[src/rtl/svm_pkg.sv]
package svm_pkg;
  localparam int          NPH         = 3;
  localparam real         SQRT3_HALF  = 0.8660254037844386;
  typedef enum logic [1:0] {PH_A = 2'd0, PH_B = 2'd1, PH_C = 2'd2} phase_e;
endpackage

[src/rtl/svm_clarke.sv]
module svm_clarke #(
  parameter int DW = 16,
  parameter int IW = DW + 2
) (
  input  logic                 clk,
  input  logic                 rst,
  input  logic                 in_valid,
  input  logic signed [DW-1:0] alpha,
  input  logic signed [DW-1:0] beta,
  output logic                 ph_valid,
  output logic signed [IW-1:0] ph [svm_pkg::NPH]
);
  localparam int PRW = 2 * DW + 1;
  localparam int KQ  = $rtoi(svm_pkg::SQRT3_HALF * (2.0 ** (DW - 1)) + 0.5);
  localparam logic signed [PRW-1:0] K = PRW'(KQ);

  logic signed [IW-1:0]  a_ext, a_half, kb;
  logic signed [PRW-1:0] prod;

  always_comb begin
    a_ext  = IW'(alpha);
    a_half = a_ext >>> 1;
    prod   = PRW'(beta) * K;
    kb     = IW'(prod >>> (DW - 1));
  end

  always_ff @(posedge clk) begin
    if (rst) begin
      ph_valid <= 1'b0;
      for (int i = 0; i < svm_pkg::NPH; i++) ph[i] <= '0;
    end else begin
      ph_valid          <= in_valid;
      ph[svm_pkg::PH_A] <= a_ext;
      ph[svm_pkg::PH_B] <= kb - a_half;
      ph[svm_pkg::PH_C] <= -a_half - kb;
    end
  end
endmodule

[src/rtl/svm_neutral.sv]
module svm_neutral #(
  parameter int IW = 18
) (
  input  logic                 clk,
  input  logic                 rst,
  input  logic                 in_valid,
  input  logic signed [IW-1:0] v_in [svm_pkg::NPH],
  output logic                 out_valid,
  output logic signed [IW-1:0] v_out [svm_pkg::NPH],
  output logic signed [IW-1:0] neutral
);
  logic signed [IW-1:0] hi01, lo01, vmax, vmin;
  logic signed [IW:0]   span_sum;

  // two compare levels, then midpoint by arithmetic shift
  always_comb begin
    hi01     = (v_in[0] > v_in[1]) ? v_in[0] : v_in[1];
    lo01     = (v_in[0] > v_in[1]) ? v_in[1] : v_in[0];
    vmax     = (hi01 > v_in[2]) ? hi01 : v_in[2];
    vmin     = (lo01 < v_in[2]) ? lo01 : v_in[2];
    span_sum = (IW+1)'(vmax) + (IW+1)'(vmin);
  end

  always_ff @(posedge clk) begin
    if (rst) begin
      out_valid <= 1'b0;
      neutral   <= '0;
      for (int i = 0; i < svm_pkg::NPH; i++) v_out[i] <= '0;
    end else begin
      out_valid <= in_valid;
      neutral   <= IW'(span_sum >>> 1);
      for (int i = 0; i < svm_pkg::NPH; i++) v_out[i] <= v_in[i];
    end
  end
endmodule

[src/rtl/svm_shape.sv]
module svm_shape #(
  parameter int DW         = 16,
  parameter int IW         = DW + 2,
  parameter int PW         = 16,
  parameter int PWM_PERIOD = 2500
) (
  input  logic                 clk,
  input  logic                 rst,
  input  logic                 in_valid,
  input  logic signed [IW-1:0] v_in [svm_pkg::NPH],
  input  logic signed [IW-1:0] neutral,
  output logic                 out_valid,
  output logic signed [DW-1:0] duty [svm_pkg::NPH],
  output logic        [PW-1:0] cmp  [svm_pkg::NPH]
);
  localparam int HALF = 2 ** (DW - 2);
  localparam int MW   = DW + PW;
  localparam logic signed [IW:0]   LIM_HI = (IW+1)'(HALF);
  localparam logic signed [IW:0]   LIM_LO = -LIM_HI;
  localparam logic signed [DW-1:0] HALF_D = DW'(HALF);
  localparam logic        [PW-1:0] PER    = PW'(PWM_PERIOD);
  localparam logic        [PW-1:0] MID    = PW'(PWM_PERIOD / 2);

  logic                 sat_valid;
  logic signed [DW-1:0] dsat [svm_pkg::NPH];

  always_ff @(posedge clk) begin
    if (rst) begin
      sat_valid <= 1'b0;
      out_valid <= 1'b0;
    end else begin
      sat_valid <= in_valid;
      out_valid <= sat_valid;
    end
  end

  for (genvar g = 0; g < svm_pkg::NPH; g++) begin : g_phase
    logic signed [IW:0]   shifted, clamped;
    logic        [DW-1:0] offs;
    logic        [MW-1:0] scaled;

    always_comb begin
      shifted = (IW+1)'(v_in[g]) - (IW+1)'(neutral);
      if (shifted > LIM_HI)      clamped = LIM_HI;
      else if (shifted < LIM_LO) clamped = LIM_LO;
      else                       clamped = shifted;
      offs   = dsat[g] + HALF_D;
      scaled = MW'(offs) * MW'(PER);
    end

    always_ff @(posedge clk) begin
      if (rst) begin
        dsat[g] <= '0;
        duty[g] <= '0;
        cmp[g]  <= MID;
      end else begin
        dsat[g] <= DW'(clamped);
        duty[g] <= dsat[g];
        cmp[g]  <= PW'(scaled >> (DW - 1));
      end
    end

    assert_duty_clamp_R4: assert property (@(posedge clk) disable iff (rst)
      out_valid |-> (duty[g] <= HALF_D && duty[g] >= -HALF_D));

    assert_cmp_bound_R6: assert property (@(posedge clk) disable iff (rst)
      out_valid |-> (cmp[g] <= PER));
  end

  assert_neutral_span_R2: assert property (@(posedge clk) disable iff (rst)
    in_valid |-> ((neutral <= v_in[0] || neutral <= v_in[1] || neutral <= v_in[2]) &&
                  (neutral >= v_in[0] || neutral >= v_in[1] || neutral >= v_in[2])));

  assert_cmp_order_R6: assert property (@(posedge clk) disable iff (rst)
    (out_valid && duty[0] >= duty[1]) |-> (cmp[0] >= cmp[1]));
endmodule

[src/rtl/svm_duty_gen.sv]
module svm_duty_gen #(
  parameter int DW         = 16,
  parameter int PW         = 16,
  parameter int PWM_PERIOD = 2500
) (
  input  logic                 clk,
  input  logic                 rst,
  input  logic                 in_valid,
  input  logic signed [DW-1:0] alpha_in,
  input  logic signed [DW-1:0] beta_in,
  output logic                 out_valid,
  output logic signed [DW-1:0] duty_a,
  output logic signed [DW-1:0] duty_b,
  output logic signed [DW-1:0] duty_c,
  output logic        [PW-1:0] cmp_a,
  output logic        [PW-1:0] cmp_b,
  output logic        [PW-1:0] cmp_c
);
  localparam int IW      = DW + 2;
  localparam int LATENCY = 4;
  localparam logic [PW-1:0] MID = PW'(PWM_PERIOD / 2);

  logic                 s1_valid, s2_valid;
  logic signed [IW-1:0] s1_ph [svm_pkg::NPH];
  logic signed [IW-1:0] s2_ph [svm_pkg::NPH];
  logic signed [IW-1:0] s2_n;
  logic signed [DW-1:0] d_out [svm_pkg::NPH];
  logic        [PW-1:0] c_out [svm_pkg::NPH];

  svm_clarke #(.DW(DW), .IW(IW)) u_clarke (
    .clk(clk), .rst(rst), .in_valid(in_valid),
    .alpha(alpha_in), .beta(beta_in),
    .ph_valid(s1_valid), .ph(s1_ph)
  );

  svm_neutral #(.IW(IW)) u_neutral (
    .clk(clk), .rst(rst), .in_valid(s1_valid), .v_in(s1_ph),
    .out_valid(s2_valid), .v_out(s2_ph), .neutral(s2_n)
  );

  svm_shape #(.DW(DW), .IW(IW), .PW(PW), .PWM_PERIOD(PWM_PERIOD)) u_shape (
    .clk(clk), .rst(rst), .in_valid(s2_valid), .v_in(s2_ph), .neutral(s2_n),
    .out_valid(out_valid), .duty(d_out), .cmp(c_out)
  );

  assign duty_a = d_out[svm_pkg::PH_A];
  assign duty_b = d_out[svm_pkg::PH_B];
  assign duty_c = d_out[svm_pkg::PH_C];
  assign cmp_a  = c_out[svm_pkg::PH_A];
  assign cmp_b  = c_out[svm_pkg::PH_B];
  assign cmp_c  = c_out[svm_pkg::PH_C];

  // edges since reset release, saturating at the pipeline depth
  logic [2:0] since_rst;
  always_ff @(posedge clk) begin
    if (rst)                    since_rst <= '0;
    else if (since_rst != 3'd4) since_rst <= since_rst + 3'd1;
  end

  assert_latency_R7: assert property (@(posedge clk) disable iff (rst)
    (since_rst == 3'(LATENCY)) |-> (out_valid == $past(in_valid, 4)));

  assert_reset_mid_R8: assert property (@(posedge clk)
    rst |=> (!out_valid && cmp_a == MID && cmp_b == MID && cmp_c == MID));
endmodule

[config.mk]
export PLATFORM = sky130hd
export DESIGN_NAME = svm_duty_gen
export DESIGN_NICKNAME = d
export VERILOG_FILES = /design/src/rtl/svm_pkg.sv /design/src/rtl/svm_clarke.sv /design/src/rtl/svm_neutral.sv /design/src/rtl/svm_shape.sv /design/src/rtl/svm_duty_gen.sv
export SDC_FILE = /design/constraint.sdc
export NUM_CORES = 1
export LEC_CHECK = 0
export ABC_CLOCK_PERIOD_IN_PS = 10900
export BUFFER_PORTS_ARGS = -buffer_cell sky130_fd_sc_hd__buf_2
export CORE_AREA = 8 8 223 225
export DETAILED_ROUTE_END_ITERATION = 10
export DIE_AREA = 0 0 231 233
export MAX_ROUTING_LAYER = met4
export PLACE_DENSITY = 0.74
export SLEW_MARGIN = 20
export SYNTH_ARGS = -nofsm -noshare
export SYNTH_HDL_FRONTEND = slang
export SYNTH_HIERARCHICAL = 1
export SYNTH_SLANG_ARGS = --single-unit
[constraint.sdc]
create_clock -name clk -period 10.9 [get_ports clk]
set_input_delay 2.18 -clock clk [delete_from_list [all_inputs] [get_ports clk]]
set_output_delay 2.18 -clock clk [all_outputs]
set_load 0.01 [all_outputs]
Word-level counts from Yosys, hierarchy flattened
Memories as Yosys holds them, arrays and structs flattened.
Cells that the tools add are included.

word-level totals
  register bits after elaboration = 222
  bits in writable memories = 48
  bits of input ports = 35
  word-level logic and storage cells = 63
  memories = 1

cells by class
  $add $sub $neg = 10
  $mul = 4
  order comparisons = 9
  multiplexer cells = 16
  bitwise gates (word level) = 3

memories
  name          words  bits a word  rd ports  clocked after Yosys merged registers in  wr ports  line             text
  u_shape.dsat  3      16           3         0                                        3         svm_shape.sv:25  logic signed [DW-1:0] dsat [svm_pkg::NPH];

operators by type and width
  kind                                                          count
  two-way mux 16 bit                                            9
  multiplier 16 x 10 -> 26 bit, second input constant           3
  two-way mux 18 bit                                            4
  > comparator 19 x 16 -> 1 bit, second input constant          3
  less-than comparator 19 x 15 -> 1 bit, second input constant  3
  adder 16 bit, second input constant                           3
  subtractor 18 x 18 -> 19 bit                                  2
  multiplier 16 x 15 -> 31 bit, second input constant           1
  adder 18 x 18 -> 19 bit                                       1
  subtractor 16 x 18 -> 19 bit                                  1
  > comparator 16 x 18 -> 1 bit                                 1
  > comparator 18 bit                                           1
  less-than comparator 18 bit                                   1
  negator 15 -> 18 bit                                          1
  subtractor 17 x 15 -> 18 bit                                  1
  subtractor 18 x 17 -> 18 bit                                  1
  two-way mux 1 bit                                             3
  bitwise OR 1 bit                                              3

Longest topological paths before layout
  depth after elaboration = 5
  depth in mapped cells = 31

Cells and area by module
The synthesis kept the hierarchy.

by module, submodules not included
  module       times used  cells an instance  area an instance (µm²)  seq. area each (µm²)
  svm_shape    1           1486               13309.0                 2742.6
  svm_clarke   1           901                8430.6                  1041.0
  svm_neutral  1           613                4804.6                  1461.4

Least setup slack after synthesis
No wires, ideal clock.

  path kind = input-to-reg
  from = in beta_in[5]
  to = reg u_clarke/ph[17] (netlist bit)
  setup time = 121 ps
  data arrival time = 8887 ps
  required time = 10779 ps
  slack = 1892 ps
  cell stages on the path = 26
  buffers on the path = 0
  cell sequence = ha_1 -> fa_1 -> inv_1 -> fa_1 -> inv_1 -> fa_1 -> fa_1 -> fa_1 -> ha_1 -> a21o_1 -> a221o_1 -> o2111a_1 -> o21a_1 -> o21ai_4 -> a21oi_1 -> xor2_1 -> ha_1 -> inv_1 -> ha_1 -> a21o_1 -> a21o_1 -> a21o_1 -> a31o_2 -> o41ai_2 -> o21ai_0 -> mux2_2

on the way
  word-level cells in the longest chain between the ends = 2

RTL lines
  item                             line                text
  from (decl)                      svm_duty_gen.sv:10  input logic signed [DW-1:0] beta_in,
  multiplier 16 x 15 -> 31 bit     svm_clarke.sv:23    prod = PRW'(beta) * K;
  subtractor 18 x 17 -> 18 bit     svm_clarke.sv:35    ph[svm_pkg::PH_C] <= -a_half - kb;
  to (signal, indexed assignment)  svm_clarke.sv:33    ph[svm_pkg::PH_A] <= a_ext;
  to (signal, indexed assignment)  svm_clarke.sv:34    ph[svm_pkg::PH_B] <= kb - a_half;
  to (signal, indexed assignment)  svm_clarke.sv:35
  to (decl)                        svm_clarke.sv:11    output logic signed [IW-1:0] ph [svm_pkg::NPH]

No other way between the ends.
A chain may end at the register's enable or synchronous reset.

Worst setup path after layout
Ends and elaborated chain as after synthesis.

==> results.txt <==
The flow ran to the end, and the final reports show no timing, DRC or antenna violations. The total of buffers placed on input and output ports is 122. The post-route setup TNS came out at 0 ns. STA classifies the critical path startpoint as an input port. The final hold violation count is 0. The first-pass GRT wire length is 105 mm. The largest driver fanout on the critical path came out at 6. For this run, design rule violations remaining after detail routing come to 0. The total half-perimeter wirelength after legalization and detailed placement came out at 53.3 mm. The largest net degree at the start of global routing came out at 88.

The worst relative slew slack came out at 34.8%. The synthesized design contains 262 register bits. The TritonCTS buffer count came out at 29. The area added between synthesis and finish came out at 7.92%. The max-capacitance violation count came out at 0. In this run, synthesis inferred 0 flip-flops with an integrated enable. TritonCTS built the clock tree.

In this run the mean area of a mapped cell was 8.85 µm². The violation count after the first detailed-routing iteration is 1356. Fill cells in the final layout number 3923. The achievable clock frequency is 0.108 GHz. In this run the number of H-tree levels came out at 1.

Among all flip-flop cells after synthesis, the most frequent one is dfxtp_1. The maximum clock insertion buffer count is 3. The row count came out at 79.

The total length of routed wires is 63.5 mm. The clock transition at the register clock pins on the worst setup and hold paths after CTS is 0.06 ns. The starting utilization of the core area is 57.6%. For this run, the detailed router's first-pass iteration total came to 5. The post-synth design cell area came out at 26500 µm². The die extent in x came out at 231 µm.

At the worst endpoint, the arrival time is 9.67 ns. The total number of vias came out at 20685. The total count of max-transition violations in the final report came out at 0. Clock tree synthesis found a total of 262 sinks. The via density per instance is 5.56. In this run the worst hold path is classified as reg -> reg. The unique cell type count in the Yosys netlist came out at 95. Global routing used 24.2% of the available tracks across all layers. The number of setup violations in the final report came out at 0. The number of standard cells after synthesis is 3000. In this run the remaining antenna-violating nets after routing total 0.

The core outline area is 46100 µm². Between clock sinks in the finished design, the worst skew comes to 0.0276 ns. For this run the aggregate overflow at the end of global routing stands at 0. In the final design database the tool counted 3829 nets.

The worst setup path is captured at a register. The total of cells resized after clock tree synthesis is 0. Routability-driven placement finished with a final weighted congestion of 0.929.

The number of diodes came out at 0. 132 I/O pins were placed. The share of flip-flops with an asynchronous set or reset is 0%. The sequential element share of the synthesized area is 19.8%. The critical path in this run is classified as in -> reg. The insertion delay to the later sink of the worst-skew pair is 0.57 ns.

At the pin with the least slew margin, the transition time is 0.973 ns. The time the worst path needs with I/O delays and setup is 9.22 ns. The initial antenna violation count is 0.

The final routed wire length divided by cell count is 17.1 µm. The share of post-route cells with drive strength above 1 is 7.36%. For this design, the CTS-stage hold fixing added 0 buffers. For the worst setup path, the data required time is 11.35 ns.

Measured along the y axis, the die boundary spans 233 µm. Setup repair after global routing left no endpoint under its margin. The via count of the first global-routing pass came out at 21226. The area enclosed by the die boundary came out at 53800 µm². The root buffer cell is clkbuf_16. The number of warnings printed during yosys synthesis is 6. The number of post-CTS setup repair buffers came out at 0. The portion of the clock cycle consumed by the worst path in the final layout is 84.6%.
[stage by stage]
stage | utilization (%) | hold slack (ns) | instance area (µm²) | cells | setup WS (ns)
5_1_grt | 62.2 | 0.462 | 28600 | 3718 | 1.36
4_1_cts | 62.2 | 0.454 | 28600 | 3718 | 1.73
3_5_place_dp | 60.0 | 0.446 | 27600 | 3667 | 1.16
6_report | 62.2 | 0.453 | 28600 | 3718 | 1.68
2_1_floorplan | - | 0.414 | 26600 | 3008 | 1.89
3_3_place_gp | 60.0 | 0.430 | 27600 | 3667 | 1.28
[kinds of logic after synthesis]
group / after synthesis / synth area share, %
flops: 262 / 19.8
simple gates: 744 / 13.6
fa+ha+maj: 703 / 39.4
other cells: 1 / 0.0141
mux: 17 / 0.688
buf+inv: 594 / 8.68
xor+xnor: 120 / 3.96
compound gates: 559 / 13.8
[layout make-up]
cell class / instances / area (µm²) / share of cell area (%)
Inverter: 519 / 1950 / 6.80
Multi-Input combinational cell: 2152 / 19000 / 66.4
Tap cell: 607 / 759 / 2.65
Clock inverter: 15 / 203 / 0.708
Clock buffer: 36 / 802 / 2.80
Timing Repair Buffer: 127 / 654 / 2.28
Sequential cell: 262 / 5250 / 18.3
[flip-flops by register name, summed over array words and instances (netlist names)]
name / flops
u_shape/dsat: 48
u_clarke/ph: 51
u_shape/duty: 48
u_neutral/v_out: 54
u_neutral/neutral: 18
u_shape/cmp: 39
u_neutral/out_valid: 1
u_shape/out_valid: 1
u_shape/sat_valid: 1
u_clarke/ph_valid: 1
[cells in the final DEF (no fill, tap or decap), types with 72 or more instances in the layout]
master     n
a21oi_1  148
buf_2    121
dfxtp_1  262
fa_1     223
ha_1     480
inv_1    519
nand2_1  151
nor2_1   273
o21ai_0  130
xnor2_1   72
[cell usage after synthesis (10+ instances only)]
cell | instances | share of area, %
a211o_1 | 10 | 0.33
a211oi_1 | 31 | 0.88
a21o_1 | 61 | 1.7
a21oi_1 | 148 | 2.8
a31oi_1 | 17 | 0.40
and2_1 | 16 | 0.38
and3_1 | 19 | 0.45
and4_1 | 12 | 0.40
buf_4 | 14 | 0.40
clkbuf_1 | 48 | 0.68
dfxtp_1 | 262 | 20
fa_1 | 223 | 17
ha_1 | 480 | 23
inv_1 | 519 | 7.3
nand2_1 | 151 | 2.1
nand2b_1 | 28 | 0.66
nand3_1 | 39 | 0.74
nand4_1 | 29 | 0.68
nor2_1 | 273 | 3.9
nor2b_1 | 55 | 1.3
nor3_1 | 47 | 0.89
nor3b_1 | 10 | 0.28
o21a_1 | 19 | 0.54
o21ai_0 | 130 | 2.5
o21ai_1 | 20 | 0.38
o21bai_1 | 14 | 0.40
or3_1 | 16 | 0.38
xnor2_1 | 72 | 2.4
xor2_1 | 48 | 1.6
[worst max-delay path, stage by stage]
cell	delay, ns
buf_2	0.13
ha_1	0.37
fa_1	0.53
inv_1	0.05
fa_1	0.47
inv_1	0.06
fa_1	0.50
fa_1	0.60
fa_1	0.44
ha_1	0.33
a21o_1	0.20
a221o_1	0.41
o2111a_1	0.28
o21a_1	0.16
o21ai_4	0.22
a21oi_1	0.14
xor2_1	0.17
ha_1	0.40
inv_1	0.16
ha_1	0.41
a21o_1	0.22
a21o_1	0.21
a21o_1	0.21
o41ai_2	0.36
o21ai_0	0.17
mux2_2	0.28
[per-layer routing]
metal	global-route usage [%]	vias up	part of all wire, %
li1	-	10189	-
met1	29.2	9866	43
met2	42.0	513	49
met3	2.69	117	4.6
met4	7.62	0	3.2
met5	-	-	0
[worst paths after layout]
kind / start / to / slack (ns) / cells after the start
max: beta_in[5] / u_clarke/ph[17] / 1.68 / 26
min: u_clarke/ph_valid / u_neutral/out_valid / 0.45 / 1
max reg2reg: u_clarke/ph[29] / u_neutral/neutral[17] / 3.22 / 27
min reg2reg: u_clarke/ph_valid / u_neutral/out_valid / 0.45 / 1
Power is not shown: default switching activity piles up to over one toggle a cycle in this logic, so the estimate is an artifact.
